$ cat config.mk
export PLATFORM = sky130hd
export DESIGN_NAME = mem_subsystem
export DESIGN_NICKNAME = d
export VERILOG_FILES = /design/src/rtl/mem_subsystem_pkg.sv /design/src/rtl/mem_addr_decode.sv /design/src/rtl/mem_ram_bank.sv /design/src/rtl/mem_rom_bank.sv /design/src/rtl/mem_subsystem.sv
export SDC_FILE = /design/constraint.sdc
export NUM_CORES = 2
export LEC_CHECK = 0
export CORE_AREA = 2 2 648 715
export CTS_CLUSTER_SIZE = 14
export DETAILED_ROUTE_END_ITERATION = 6
export DIE_AREA = 0 0 650 717
export DONT_BUFFER_PORTS = 1
export PLACE_DENSITY_LB_ADDON = 0.25
export SLEW_MARGIN = 20
export SYNTH_ARGS = -nofsm -noshare
export SYNTH_HDL_FRONTEND = slang
export SYNTH_SLANG_ARGS = --single-unit
$ cat constraint.sdc
create_clock -name clk -period 4.5 [get_ports clk]
set_input_delay 0.45 -clock clk [delete_from_list [all_inputs] [get_ports clk]]
set_output_delay 0.45 -clock clk [all_outputs]
set_load 0.005 [all_outputs]
$ cat src/rtl/mem_subsystem_pkg.sv
package mem_subsystem_pkg;

  localparam int unsigned DEF_ADDR_W    = 16;
  localparam int unsigned DEF_DATA_W    = 8;
  localparam int unsigned DEF_RAM_AW    = 7;
  localparam int unsigned DEF_RAM_BANKS = 4;

  // ROM image: byte k holds (k*13 + 7) truncated to the data width
  function automatic logic [DEF_DATA_W-1:0] rom_byte(input int unsigned k);
    int unsigned t;
    t = k * 32'd13 + 32'd7;
    return t[DEF_DATA_W-1:0];
  endfunction

  // true when every address bit at or above 'top' is zero
  function automatic logic upper_clear(input logic [DEF_ADDR_W-1:0] a,
                                       input int unsigned top);
    logic ok;
    ok = 1'b1;
    for (int unsigned b = 0; b < DEF_ADDR_W; b++) begin
      if (b >= top && a[b]) ok = 1'b0;
    end
    return ok;
  endfunction

endpackage

$ cat src/rtl/mem_addr_decode.sv
module mem_addr_decode
  import mem_subsystem_pkg::*;
#(
  parameter int unsigned ADDR_W    = DEF_ADDR_W,
  parameter int unsigned RAM_AW    = DEF_RAM_AW,
  parameter int unsigned RAM_BANKS = DEF_RAM_BANKS,
  localparam int unsigned BSEL_W   = (RAM_BANKS > 1) ? $clog2(RAM_BANKS) : 1,
  localparam int unsigned SPLIT    = RAM_AW + BSEL_W,
  localparam int unsigned MAP_TOP  = SPLIT + 1
) (
  input  logic [ADDR_W-1:0]    addr,
  input  logic                 rd_eff,
  output logic [RAM_BANKS-1:0] ram_cs_hi,
  output logic                 ram_cs_lo_n,
  output logic                 rom_cs_hi,
  output logic                 rom_cs_lo_n,
  output logic                 in_map
);

  logic [BSEL_W-1:0] bank_idx;

  assign in_map   = upper_clear(addr, MAP_TOP);
  assign bank_idx = addr[SPLIT-1:RAM_AW];

  // 2-to-N decoder feeding the active-high selects of the RAM banks
  genvar g;
  generate
    for (g = 0; g < RAM_BANKS; g++) begin : g_dec
      assign ram_cs_hi[g] = in_map && (bank_idx == BSEL_W'(g));
    end
  endgenerate

  // split line: drives RAM low selects directly, ROM high select when set
  assign ram_cs_lo_n = addr[SPLIT];
  assign rom_cs_hi   = in_map && addr[SPLIT];
  // ROM low select tied to the read strobe
  assign rom_cs_lo_n = ~rd_eff;

endmodule

$ cat src/rtl/mem_ram_bank.sv
module mem_ram_bank
  import mem_subsystem_pkg::*;
#(
  parameter int unsigned AW    = DEF_RAM_AW,
  parameter int unsigned DW    = DEF_DATA_W,
  localparam int unsigned DEPTH = 1 << AW
) (
  input  logic          clk,
  input  logic          wr_allow,
  input  logic          cs_hi,
  input  logic          cs_lo_n,
  input  logic          rd,
  input  logic          wr,
  input  logic [AW-1:0] addr,
  input  logic [DW-1:0] din,
  output logic [DW-1:0] dout,
  output logic          drive,
  output logic          write_fire
);

  logic [DW-1:0] cells [DEPTH];
  logic          chip_on;

  assign chip_on    = cs_hi && !cs_lo_n;
  assign write_fire = chip_on && wr && wr_allow;
  assign drive      = chip_on && rd && !wr;
  assign dout       = drive ? cells[addr] : '0;

  always_ff @(posedge clk) begin
    if (write_fire) cells[addr] <= din;
  end

endmodule

$ cat src/rtl/mem_rom_bank.sv
module mem_rom_bank
  import mem_subsystem_pkg::*;
#(
  parameter int unsigned AW    = 9,
  parameter int unsigned DW    = DEF_DATA_W,
  localparam int unsigned DEPTH = 1 << AW
) (
  input  logic          cs_hi,
  input  logic          cs_lo_n,
  input  logic [AW-1:0] addr,
  output logic [DW-1:0] dout,
  output logic          drive
);

  logic [DW-1:0] image [DEPTH];

  genvar g;
  generate
    for (g = 0; g < DEPTH; g++) begin : g_img
      assign image[g] = DW'(rom_byte(g));
    end
  endgenerate

  assign drive = cs_hi && !cs_lo_n;
  assign dout  = drive ? image[addr] : '0;

endmodule

$ cat src/rtl/mem_subsystem.sv
module mem_subsystem
  import mem_subsystem_pkg::*;
#(
  parameter int unsigned ADDR_W    = DEF_ADDR_W,
  parameter int unsigned DATA_W    = DEF_DATA_W,
  parameter int unsigned RAM_AW    = DEF_RAM_AW,
  parameter int unsigned RAM_BANKS = DEF_RAM_BANKS,
  localparam int unsigned BSEL_W   = (RAM_BANKS > 1) ? $clog2(RAM_BANKS) : 1,
  localparam int unsigned SPLIT    = RAM_AW + BSEL_W,
  localparam int unsigned ROM_AW   = SPLIT,
  localparam int unsigned MAP_TOP  = SPLIT + 1,
  localparam int unsigned NDRV     = RAM_BANKS + 1
) (
  input  logic              clk,
  input  logic              rst_n,
  input  logic [ADDR_W-1:0] addr,
  input  logic              rd,
  input  logic              wr,
  input  logic [DATA_W-1:0] wdata,
  output logic [DATA_W-1:0] rdata,
  output logic              rdata_oe
);

  // read and write together resolve to a write with no bus drive
  logic                 rd_eff;
  logic [RAM_BANKS-1:0] ram_cs_hi;
  logic                 ram_cs_lo_n;
  logic                 rom_cs_hi;
  logic                 rom_cs_lo_n;
  logic                 in_map;
  logic [RAM_BANKS-1:0] ram_write_fire;
  logic [NDRV-1:0]      bank_drive;
  logic [DATA_W-1:0]    bank_dout [NDRV];

  assign rd_eff = rd && !wr;

  mem_addr_decode #(
    .ADDR_W(ADDR_W), .RAM_AW(RAM_AW), .RAM_BANKS(RAM_BANKS)
  ) u_dec (
    .addr(addr), .rd_eff(rd_eff),
    .ram_cs_hi(ram_cs_hi), .ram_cs_lo_n(ram_cs_lo_n),
    .rom_cs_hi(rom_cs_hi), .rom_cs_lo_n(rom_cs_lo_n),
    .in_map(in_map)
  );

  genvar g;
  generate
    for (g = 0; g < RAM_BANKS; g++) begin : g_ram
      mem_ram_bank #(.AW(RAM_AW), .DW(DATA_W)) u_bank (
        .clk(clk), .wr_allow(rst_n),
        .cs_hi(ram_cs_hi[g]), .cs_lo_n(ram_cs_lo_n),
        .rd(rd_eff), .wr(wr),
        .addr(addr[RAM_AW-1:0]), .din(wdata),
        .dout(bank_dout[g]), .drive(bank_drive[g]),
        .write_fire(ram_write_fire[g])
      );
    end
  endgenerate

  mem_rom_bank #(.AW(ROM_AW), .DW(DATA_W)) u_rom (
    .cs_hi(rom_cs_hi), .cs_lo_n(rom_cs_lo_n),
    .addr(addr[ROM_AW-1:0]),
    .dout(bank_dout[RAM_BANKS]), .drive(bank_drive[RAM_BANKS])
  );

  // wired-OR of the bank outputs; idle banks return zero
  always_comb begin
    rdata = '0;
    for (int i = 0; i < NDRV; i++) rdata = rdata | bank_dout[i];
  end

  assign rdata_oe = |bank_drive;

endmodule

==> impl_summary.txt <==
----------------------------------------------------
[STA]
  Final setup violation count ... 6
  Fin crit share ... 1.13
  Setup TNS ... -849 ps
  Transition time at the pin with the least slew margin ... 1430 ps
  Final period demand of the worst path ... 5070 ps
  Total count of max-transition violations in the final report ... 0
  Setup WS post-layout ... -566 ps
  Highest attainable clock frequency ... 0.197 GHz
  RSZ-0062 raised after global routing ... yes
  Worst slew margin relative to its limit ... 0.0477
  Final number of hold-violating endpoints ... 0
  Hold slack ... 41.4 ps

[Power]
  Overall power ... 82.3 mW
  Power density over the cells ... 424 mW/mm^2
  Leakage component of the power ... 62.7 nW
  Peak VDD IR ... 0.319 mV

[GRT]
  Largest net degree at the start of global routing ... 656
  Initial antenna violation count ... 49
  Number of global-route vias before repair ... 97500
  Total Routing Usage GR ... 0.260
  Wire length of the first global-routing pass ... 841000 microns
  GRT overflow ... 0

[Floorplan]
  Die span in x ... 650 microns
  Row cnt ... 261
  I/O pin count ... 37
  Die span in y ... 717 microns
  Starting density of the core ... 0.349
  DIE AREA ... 0.466 sq mm
  Core box area ... 0.458 sq mm

[Drt]
  Detailed-route vias per instance ... 6.06
  Number of DRC violations after detailed routing ... 1
  Count of routing violations after the opening detailed-route iteration ... 16700
  Routed wire length per instance ... 37.9 microns
  Post-detailed-route count of antenna-violating nets ... 0
  Total number of vias ... 102000
  Final WL ... 641000 microns
  Number of search-and-repair iterations in the first detailed-routing pass ... 6

[CTS]
  Clock root cell ... clkbuf_16
  H-tree level count ... 5
  Clock buffer count from CTS ... 423
  Clock tree from TritonCTS ... yes
  Clock input transition at the sequential cells of the worst setup and hold paths ... 60 ps
  Sink count of the clock tree ... 4096
  Maximum number of buffers from clock root to sink ... 4

[Cells and area]
  Largest registers ranked by flip-flop count ... g_ram.u_bank.cells (4096)
  Final Cell Area ... 0.194 sq mm
  Largest Register ... g_ram.u_bank.cells
  Number of flip-flops in the largest register ... 4096
  P&R area growth vs syn ... 21.3%
  Net count of the finished layout ... 10500
  Share of cells above drive strength 1 ... 0.270

[Synth]
  Cell type with the highest aggregate area in the netlist ... edfxtp_1
  Total nets after synthesis ... 9205
  Number of synthesized register bits ... 4096
  Mean instance size in the synthesized netlist ... 17.5 sq um
  Post-synthesis instance area ... 0.160 sq mm
  Count leader, synth ... edfxtp_1
  Most used flip-flop cell after synthesis ... edfxtp_1
  Leading post-synthesis cells by instance count ... edfxtp_1, nor2_1, o22ai_1, mux2_2, nand2_1
  Dominant cells by area after synthesis ... edfxtp_1, mux4_2, mux2_2, o22ai_1, nor2_1
  Portion of the post-synthesis area used by sequential elements ... 0.769
  Distinct cell type count of the synthesized netlist ... 89
  Post-Synthesis Cells ... 9169
  Post-synth EDFFs ... 4096
  Top cell type's share of synthesized area ... 0.769
  Proportion of synthesized flip-flops having asynchronous set or reset ... 0
  Number of warnings printed during yosys synthesis ... 0

[Min path]
  Worst Hold Path Cells ... 1
  Worst min-delay path class ... primary input to flop

[Setup path]
  Worst endpoint data arrival time ... 4620 ps
  Largest fanout on the critical path ... 1
  Required time of the worst setup path ... 4050 ps
  Crit. End Element ... output pin
  Critical path class ... flop to output pin
  Kind of launch point of the worst setup path ... flop

[Status]
  Violated checks ... design-rule violations, negative setup slack
  Run status ... finished with violations

[Place]
  Port buffer count ... 0
  HPWL after DPL ... 362000 microns
  Routability Congestion ... 0.928
  Instance area after placement ... 0.177 sq mm

[Run]
  Reported max-cap violation count ... 0

----------------------------------------------------
kinds of logic after synthesis:
| family | Yosys count | synth area share |
|---|---|---|
| fa+ha+maj | 9 | 0.000688 |
| mux | 933 | 0.0801 |
| xor+xnor | 4 | 0.000219 |
| simple gates | 1348 | 0.0357 |
| compound gates | 2093 | 0.0912 |
| flops | 4096 | 0.769 |
| buf+inv | 686 | 0.0234 |
path summary, 6_finish.rpt:
kind              slack, ps                      endpoint                          from
setup / recovery       -570                      rdata[4]  g_ram[0].u_bank.cells[83][4]
hold / removal           40  g_ram[2].u_bank.cells[29][2]                      wdata[2]
layout by cell type (no fill, tap or decap), types with 21 or more instances in the layout:
master	Yosys	routed
mux4_2	231	231
buf_12	1	172
buf_16	0	54
o22ai_1	661	657
o211ai_1	43	43
o31ai_1	25	22
mux2_2	430	429
a221o_1	29	29
bufbuf_16	0	24
a211o_1	33	32
o221ai_1	263	261
diode_2	0	27
mux2i_1	269	267
edfxtp_1	4096	4096
o21ai_0	232	221
a2bb2oi_1	41	41
a22oi_1	47	46
clkinv_1	3	104
buf_4	109	1234
a21oi_1	256	248
a221oi_1	111	111
clkbuf_1	218	91
clkbuf_16	0	443
a211oi_1	84	73
nor3_1	70	65
a31oi_1	29	27
nand2_1	317	311
o2111ai_1	22	21
nand3_1	37	34
nor2_1	762	756
clkinv_2	0	82
bufinv_16	0	36
nor4_1	29	23
area by class of cell:
cell class | count | area (sq um)
clock inverter | 260 | 2380
clock buffer | 517 | 11000
inverter | 18 | 98.8
timing repair buffer | 1536 | 15800
sequential | 4096 | 123000
multi-input combinational | 4387 | 34200
antenna | 27 | 67.6
tap | 6049 | 7570
fill | 40400 | 264000
worst max-delay path, cell delays in order, from the launching register on:
cell       delay [ps]
edfxtp_1          330
mux2_4            190
o22ai_4            90
or3_4             360
a21oi_4           210
a21oi_4            70
nand4_1           210
buf_12            170
nand4_1           320
buf_4             280
o211ai_1          920
clkbuf_16         340
buf_12            100
where the power goes:
group	switching, mW	internal [mW]	leakage, nW
clock network	15.1	19.4	6.55
logic	3.86	1.90	19.4
registers	0.0000706	42.0	36.8
total	19.0	63.3	62.7
timing repair:
| item | CTS | global route |
|---|---|---|
| hold buffers | 26 | 12 |
| gates cloned | 26 | 15 |
| buffers inserted | 60 | 28 |
| pin swaps | 26 | 20 |
| endpoints found under the hold margin | 491 | 529 |
| resized for setup | 101 | 57 |
| setup endpoints to repair | 8 | 8 |
routing by layer:
metal	track usage	up-vias	routed length, microns
met4	0.149	20	44300
met5	0	-	183
met1	0.339	53600	238000
met3	0.0655	1434	75400
li1	-	40200	-
met2	0.397	7119	283000
through the flow:
step	setup slack, ps	util	cells
final	-566	0.424	16900
after global routing	-383	0.423	16900
after CTS	-428	0.420	16800
after detailed placement	-2390	0.386	15900
after global placement	-1640	0.385	15900
after floorplan	683	-	9169
No activity file was read; power rests on OpenSTA's default activity.
